### src/rtl/dbh_pkg.sv
package dbh_pkg;

   // Word slot selected by byte address bits [4:2]
   typedef enum logic [2:0] {
      SLOT_TRIG = 3'd0,
      SLOT_PEEK = 3'd1,
      SLOT_PEND = 3'd4,
      SLOT_MASK = 3'd5,
      SLOT_UNMASK = 3'd6,
      SLOT_REMASK = 3'd7
   } slot_e;

   localparam int SLOT_LSB = 2;
   localparam int SLOT_W = 3;
   localparam int MIN_ADDR_W = SLOT_LSB + SLOT_W;

   // Number of set bits of m strictly below position b
   function automatic int ones_below(input logic [63:0] m, input int b);
      int c;
      c = 0;
      for (int k = 0; k < 64; k++) begin
         if (k < b && m[k]) c++;
      end
      return c;
   endfunction

   function automatic int ones_total(input logic [63:0] m);
      return ones_below(m, 64);
   endfunction

endpackage

### src/rtl/dbh_pulse.sv
module dbh_pulse #(
   parameter int WIDTH = 11
) (
   input  logic             clk,
   input  logic             rst_n,
   input  logic             fire_i,
   input  logic [WIDTH-1:0] bits_i,
   output logic [WIDTH-1:0] pulse_o
);

   // One-cycle pulse: loaded on a write, dropped on the next edge
   always_ff @(posedge clk or negedge rst_n) begin
      if (!rst_n) pulse_o <= '0;
      else        pulse_o <= fire_i ? bits_i : '0;
   end

endmodule

### src/rtl/dbh_status.sv
module dbh_status #(
   parameter int WIDTH = 11
) (
   input  logic             clk,
   input  logic             rst_n,
   input  logic [WIDTH-1:0] set_i,
   input  logic [WIDTH-1:0] clr_i,
   output logic [WIDTH-1:0] pend_o
);

   // Clear first, then set: a simultaneous assertion survives
   always_ff @(posedge clk or negedge rst_n) begin
      if (!rst_n) pend_o <= '0;
      else        pend_o <= (pend_o & ~clr_i) | set_i;
   end

endmodule

### src/rtl/dbh_mask.sv
module dbh_mask #(
   parameter int WIDTH = 11
) (
   input  logic             clk,
   input  logic             rst_n,
   input  logic [WIDTH-1:0] unmask_i,
   input  logic [WIDTH-1:0] remask_i,
   output logic [WIDTH-1:0] mask_o
);

   // Reset masks every source; re-mask wins on overlap
   always_ff @(posedge clk or negedge rst_n) begin
      if (!rst_n) mask_o <= '1;
      else        mask_o <= (mask_o & ~unmask_i) | remask_i;
   end

endmodule

### src/rtl/dbh_irq_merge.sv
module dbh_irq_merge #(
   parameter int WIDTH = 11,
   parameter bit REG_OUT = 1'b1
) (
   input  logic             clk,
   input  logic             rst_n,
   input  logic [WIDTH-1:0] pend_i,
   input  logic [WIDTH-1:0] mask_i,
   output logic             irq_o
);

   logic any_live;
   assign any_live = |(pend_i & ~mask_i);

   generate
      if (REG_OUT) begin : g_reg
         always_ff @(posedge clk or negedge rst_n) begin
            if (!rst_n) irq_o <= 1'b0;
            else        irq_o <= any_live;
         end
      end else begin : g_comb
         assign irq_o = any_live;
      end
   endgenerate

endmodule

### src/rtl/doorbell_hub.sv
module doorbell_hub #(
   parameter int              ADDR_W    = 5,
   parameter int              DATA_W    = 32,
   parameter int              AGENT_N   = 11,
   parameter logic [DATA_W-1:0] IMPL_MASK = 32'h0F0F_0301,
   parameter bit              IRQ_REG   = 1'b1
) (
   input  logic               clk,
   input  logic               rst_n,
   input  logic               bus_sel,
   input  logic               bus_we,
   input  logic [ADDR_W-1:0]  bus_addr,
   input  logic [DATA_W-1:0]  bus_wdata,
   output logic [DATA_W-1:0]  bus_rdata,
   input  logic [AGENT_N-1:0] doorbell_in,
   input  logic [AGENT_N-1:0] peek_in,
   output logic [AGENT_N-1:0] doorbell_out,
   output logic [AGENT_N-1:0] pend_out,
   output logic               irq_o
);

   localparam int SLOT_HI = dbh_pkg::SLOT_LSB + dbh_pkg::SLOT_W - 1;

   // Elaboration-time parameter checks
   generate
      if (ADDR_W < dbh_pkg::MIN_ADDR_W) begin : g_bad_addr
         $error("doorbell_hub: ADDR_W too small for the register map");
      end
      if (DATA_W > 64 || DATA_W < 8) begin : g_bad_data
         $error("doorbell_hub: DATA_W out of range");
      end
      if (dbh_pkg::ones_total(64'(IMPL_MASK)) != AGENT_N) begin : g_bad_agents
         $error("doorbell_hub: IMPL_MASK popcount must equal AGENT_N");
      end
   endgenerate

   // Address decode
   dbh_pkg::slot_e slot;
   logic acc_ok, wr_ok, rd_ok;
   logic wr_trig, wr_pend, wr_unmask, wr_remask;

   assign slot   = dbh_pkg::slot_e'(bus_addr[SLOT_HI:dbh_pkg::SLOT_LSB]);
   assign acc_ok = bus_sel && (bus_addr[dbh_pkg::SLOT_LSB-1:0] == '0)
                   && ((bus_addr >> dbh_pkg::MIN_ADDR_W) == '0);
   assign wr_ok  = acc_ok && bus_we;
   assign rd_ok  = acc_ok && !bus_we;

   assign wr_trig   = wr_ok && (slot == dbh_pkg::SLOT_TRIG);
   assign wr_pend   = wr_ok && (slot == dbh_pkg::SLOT_PEND);
   assign wr_unmask = wr_ok && (slot == dbh_pkg::SLOT_UNMASK);
   assign wr_remask = wr_ok && (slot == dbh_pkg::SLOT_REMASK);

   // Compress the write word into agent order, expand state back out
   logic [AGENT_N-1:0] wr_vec;
   logic [AGENT_N-1:0] pend_q, mask_q, peek_q;
   logic [DATA_W-1:0]  pend_word, mask_word, peek_word;
   logic [DATA_W-1:0]  unused_rsvd_wdata;

   assign unused_rsvd_wdata = bus_wdata & ~IMPL_MASK;

   generate
      for (genvar b = 0; b < DATA_W; b++) begin : g_bit
         if (IMPL_MASK[b]) begin : g_used
            localparam int IDX = dbh_pkg::ones_below(64'(IMPL_MASK), b);
            assign wr_vec[IDX]  = bus_wdata[b];
            assign pend_word[b] = pend_q[IDX];
            assign mask_word[b] = mask_q[IDX];
            assign peek_word[b] = peek_q[IDX];
         end else begin : g_rsvd
            assign pend_word[b] = 1'b0;
            assign mask_word[b] = 1'b0;
            assign peek_word[b] = 1'b0;
         end
      end
   endgenerate

   // Outbound pulses
   dbh_pulse #(.WIDTH(AGENT_N)) u_pulse (
      .clk    (clk),
      .rst_n  (rst_n),
      .fire_i (wr_trig),
      .bits_i (wr_vec),
      .pulse_o(doorbell_out)
   );

   // Sticky pending bits
   logic [AGENT_N-1:0] clr_vec;
   assign clr_vec = wr_pend ? wr_vec : '0;

   dbh_status #(.WIDTH(AGENT_N)) u_status (
      .clk   (clk),
      .rst_n (rst_n),
      .set_i (doorbell_in),
      .clr_i (clr_vec),
      .pend_o(pend_q)
   );

   // Mask changed only through the unmask / re-mask words
   logic [AGENT_N-1:0] unmask_vec, remask_vec;
   assign unmask_vec = wr_unmask ? wr_vec : '0;
   assign remask_vec = wr_remask ? wr_vec : '0;

   dbh_mask #(.WIDTH(AGENT_N)) u_mask (
      .clk     (clk),
      .rst_n   (rst_n),
      .unmask_i(unmask_vec),
      .remask_i(remask_vec),
      .mask_o  (mask_q)
   );

   dbh_irq_merge #(.WIDTH(AGENT_N), .REG_OUT(IRQ_REG)) u_irq (
      .clk   (clk),
      .rst_n (rst_n),
      .pend_i(pend_q),
      .mask_i(mask_q),
      .irq_o (irq_o)
   );

   // Sampled observation lines
   always_ff @(posedge clk or negedge rst_n) begin
      if (!rst_n) peek_q <= '0;
      else        peek_q <= peek_in;
   end

   assign pend_out = pend_q;

   // Read mux; trigger, unmask and re-mask words read as zero
   always_comb begin
      bus_rdata = '0;
      if (rd_ok) begin
         case (slot)
            dbh_pkg::SLOT_PEEK: bus_rdata = peek_word;
            dbh_pkg::SLOT_PEND: bus_rdata = pend_word;
            dbh_pkg::SLOT_MASK: bus_rdata = mask_word;
            default:            bus_rdata = '0;
         endcase
      end
   end

endmodule

### config.mk
export PLATFORM = sky130hd
export DESIGN_NAME = doorbell_hub
export DESIGN_NICKNAME = d
export VERILOG_FILES = /design/src/rtl/dbh_pkg.sv /design/src/rtl/dbh_pulse.sv /design/src/rtl/dbh_status.sv /design/src/rtl/dbh_mask.sv /design/src/rtl/dbh_irq_merge.sv /design/src/rtl/doorbell_hub.sv
export SDC_FILE = /design/constraint.sdc
export NUM_CORES = 1
export LEC_CHECK = 0
export BUFFER_PORTS_ARGS = -buffer_cell sky130_fd_sc_hd__buf_2
export CAP_MARGIN = 20
export CORE_MARGIN = 5
export CORE_UTILIZATION = 48
export DETAILED_ROUTE_END_ITERATION = 12
export PLACE_DENSITY = 0.95
export SLEW_MARGIN = 20
export SYNTH_ARGS = -nofsm -noshare
export SYNTH_HDL_FRONTEND = slang
export SYNTH_SLANG_ARGS = --single-unit
### constraint.sdc
create_clock -name clk -period 2.1 [get_ports clk]
set_input_delay 0.21 -clock clk [delete_from_list [all_inputs] [get_ports clk]]
set_output_delay 0.21 -clock clk [all_outputs]
set_load 0.02 [all_outputs]
== Yosys cells after proc, flatten, opt, wreduce, memory -nomap -nowiden ==
Cells that the tools add are included.

* Bits in read-only memories: 0
* Bits of input ports: 63
* Bits in writable memories: 0
* Flip-flop bits (word level): 45
* Memories: 0
* Latch bits: 0

* Shifts and indexed selects: 0
* Multiply operators: 0
* Div/mod/pow operators: 0
* $lt $le $gt $ge: 0
* Reduce and logical (&&, ||, !) cells: 11
* Add/sub/neg operators: 0
* Bitwise operators: 8
* Equality and inequality tests: 5
* Muxes and demuxes: 6

{| class="wikitable"
|+ Operator list
! operator !! count
|-
| $pmux W28 S3 || 1
|-
| $mux W11 || 4
|-
| $and A11 B11 Y11 || 3
|-
| $not A11 Y11 || 3
|-
| $mux W32 || 1
|-
| $or A11 B11 Y11 || 2
|-
| $eq A3 B3 Y1 const B || 4
|-
| $reduce_or A11 Y1 || 1
|-
| $logic_and A1 B1 Y1 || 7
|-
| $eq A3 B1 Y1 const B || 1
|-
| $logic_not A3 Y1 || 1
|-
| $logic_not A2 Y1 || 1
|-
| $logic_not A1 Y1 || 1
|}

== Depth between registers and ports, before layout ==
* Word-level depth: 8
* Gate-level depth with buffers: 7

== Modules after synthesis ==
Synthesis repeated with hierarchy kept, for this count alone.

* Cell total of the unflattened synthesis: 230
* Area, all modules: 2382.3 um^2

{| class="wikitable"
|+ By module, submodules not included
! module !! area each (um^2) !! cells an instance !! times used !! seq. area each (um^2)
|-
| doorbell_hub || 1101.1 || 123 || 1 || 275.3
|-
| dbh_mask || 412.9 || 33 || 1 || 289.0
|-
| dbh_status || 399.1 || 33 || 1 || 275.3
|-
| dbh_pulse || 355.3 || 23 || 1 || 275.3
|-
| dbh_irq_merge || 113.9 || 18 || 1 || 25.0
|}

== Least setup slack after synthesis ==
No wires, ideal clock.

* Path type: input to output
* Start: in bus_addr[4]
* End: out bus_rdata[16]
* Path buffers: 3
* Data required time: 1890 ps
* Slack: 696 ps
* Arrival time: 1194 ps
* Cell stages on the path: 7
* Cell sequence: buf_2 buf_4 buf_2 nand2_1 nor2_1 a21oi_1 nor2_1

* Longest elaborated chain between the ends: 3

{| class="wikitable"
|+ Ends and longest elaborated chain
! item !! RTL line !! text
|-
| start: declaration || doorbell_hub.sv:12 || <nowiki>input logic [ADDR_W-1:0] bus_addr,</nowiki>
|-
| $eq A3 B3 Y1 or $eq A3 B1 Y1 (tied branches) || doorbell_hub.sv:131 || <nowiki>case (slot)</nowiki>
|-
| $pmux W28 S3 * || doorbell_hub.sv:131 ||
|-
| $mux W32 * || doorbell_hub.sv:130 || <nowiki>if (rd_ok) begin</nowiki>
|-
| end: declaration || doorbell_hub.sv:14 || <nowiki>output logic [DATA_W-1:0] bus_rdata,</nowiki>
|}

Mark *: on every way between the ends. The rest lies on a longest branch, timed or not.

== Final worst setup path ==
* Start: in bus_addr[4]
* End: out bus_rdata[9]

The elaborated chain is that of the path after synthesis.

==> metrics.csv <==
metric,value,unit
status,finished with violations,
violations,hold timing,
num_rows,24,
p_leak,1.386,nW
synth_top_area_cell,dfrtp_1,
core-area,0.004414,mm2
grt_start_max_net_pins,46,
overflow,0,
vias_per_cell,4.796,
synth_adder_area_share,0,%
start_util,50.09,%
fin_nets,353,
antenna_found_initial,0,
fillers,398,
synthXorXnorAreaFrac,0,%
synth_top_area_share,38.48,%
fin_tns_setup,0,ps
fin_crit_sh,75.70,%
drt-initial-drc-count,69,
synth_top_family_by_area,simple AND/OR/NAND/NOR gates,
drc,0,
cts_tree,yes,
cts.sinks,45,
die_w,77.87,um
ys_seq_area_share,51.56,%
post_cts_resized,0,
grt.total_usage,18.08,%
final_cell_mix,"75 x buf_2, 35 x nand2_1, 34 x dfrtp_1",
slew_headroom,62.38,%
htree_levels,2,
final_common_cell,buf_2,
fmaxAchievable,629.1,MHz
wl,5218,um
io_pins,118,
finalCriticalPeriod,1590,ps
dp_cells,335,
final-hold-violation-count,13,
crit_arrival,1380,ps
wl_per_cell,15.21,um
gp_congestion,0.7651,
grt_pass1_vias,1710,
path_clk_slew,90,ps
min_path_type,input pin to asynchronous set/reset pin,
finalMaxSlewViolations,0,
worstSetupEndpointType,output port,
finalSetupViolCount,0,
cp.required,1890,ps
root_buffer,clkbuf_8,
drt-pass1-iter-count,4,
tightest_slew,564.3,ps
clk_latency,300,ps
synth.distinct_cells,23,
cp_max_fo,16,
crit_type,input pin to output port,
synth_compound_area_share,7.810,%
area_growth,20.71,%
muxShareOfSynthArea,12.90,%
syn_area,0.002211,mm2
ys_ff_latch,45,
via_count,1645,
finalPower,1.832,mW
num_antenna_cells,0,
ys_warn_count,0,
hold_buffers,0,
rsz0062_at_grt,no,
critPathLaunchType,input pin,
p_per_area,686.5,mW/mm2
fin_util,60.46,%
stdcell_count,343,
holdWs,-25.15,ps
syn-mean-instance-area,10.28,um2
synth_cells,215,
port_buffers,75,
chipHeight,77.87,um
r2r_cells,3,
yosys.area_share.simple,15.51,%
drtAntennaViolNets,0,
cts_made_buffers,5,
drv_cap,0,
grt_pass1_wl,8638,um
fp.dieArea,0.006063,mm2
layout-drive-gt1-share,38.49,%
skew,12.44,ps
synth.area.top_cells,"dfrtp_1 38%, dfstp_2 13%, buf_4 7.8%",
peakVddDrop,0.0003936,V
post_cts_buffers,0,
ctsLongestPathBuffers,2,
dp_hpwl,3821,um
## kinds of logic after synthesis
family	count (synthesis)
AOI/OAI and AO/OA	27
and+or+nand+nor	77
buffers and inverters	43
muxes	22
other	1
DFF	45
## sequential cells by signal (all words and copies together) (netlist names)
name             cells
peek_q              11
u_mask.mask_o       11
u_pulse.pulse_o     11
u_status.pend_o     11
u_irq.irq_o          1
## critical path: stages
cell and delay, ps:
buf_2 260, buf_12 190, mux2_1 340, a21oi_1 150, nor2_1 50, buf_2 180
## area by class of cell
class / instances / area, um2 / share of cell area (%)
Timing Repair Buffer: 80 / 425.4 / 15.94
Tap cell: 52 / 65.06 / 2.438
Multi-Input combinational cell: 147 / 885.9 / 33.19
Clock buffer: 6 / 72.57 / 2.719
Clock inverter: 2 / 38.79 / 1.453
Sequential cell: 45 / 1140 / 42.71
Inverter: 11 / 41.29 / 1.547
## final timing paths
path | start | to | slack [ps]
setup / recovery | bus_addr[4] | bus_rdata[9] | 510
hold / removal | rst_n | u_pulse.pulse_o[8] | -30
setup reg to reg | u_mask.mask_o[7] | u_irq.irq_o | 890
hold reg to reg | u_status.pend_o[7] | u_status.pend_o[7] | 540
max in group asynchronous | rst_n | u_mask.mask_o[1] | 1720
min in group clk | peek_in[4] | peek_q[4] | 20
## power by group
group / total (mW) / leakage (nW) / switching, mW / internal (mW)
clock: 0.642 / 0.0554 / 0.285 / 0.357
sequential: 0.956 / 0.501 / 0.0281 / 0.928
combinational: 0.234 / 0.829 / 0.128 / 0.106
total: 1.83 / 1.39 / 0.441 / 1.39
## synth_stat cells (all sizes together)
master	number
a21o	11
a21oi	11
a222oi	1
and2	11
and3	1
and4bb	1
buf	28
clkbuf	4
conb	1
dfrtp	34
dfstp	11
inv	11
mux2	22
nand2	35
nand3	1
nand4bb	1
nor2	25
nor4	2
o22ai	4
## layer usage
metal / wire, um / up-vias / global-route usage [%]
met3: 307 / 6 / 3.356
li1: - / 801 / -
met2: 2731 / 57 / 32.30
met5: 0 / - / 0
met4: 38 / 0 / 4.639
met1: 2142 / 781 / 22.28
## through the flow
| stage | cell area, um2 | hold WS, ps | worst slack (ps) |
|---|---|---|---|
| 6_report | 2669 | -25.15 | 510.3 |
| 5_1_grt | 2669 | 4.941 | 403.3 |
| 4_1_cts | 2669 | 1.999 | 497.1 |
| 3_5_place_dp | 2557 | 319.4 | 519.8 |
| 3_3_place_gp | 2557 | 317.8 | 534.9 |
| 2_1_floorplan | 2286 | -85.59 | 696.3 |
(Power assumes the default switching activity.)
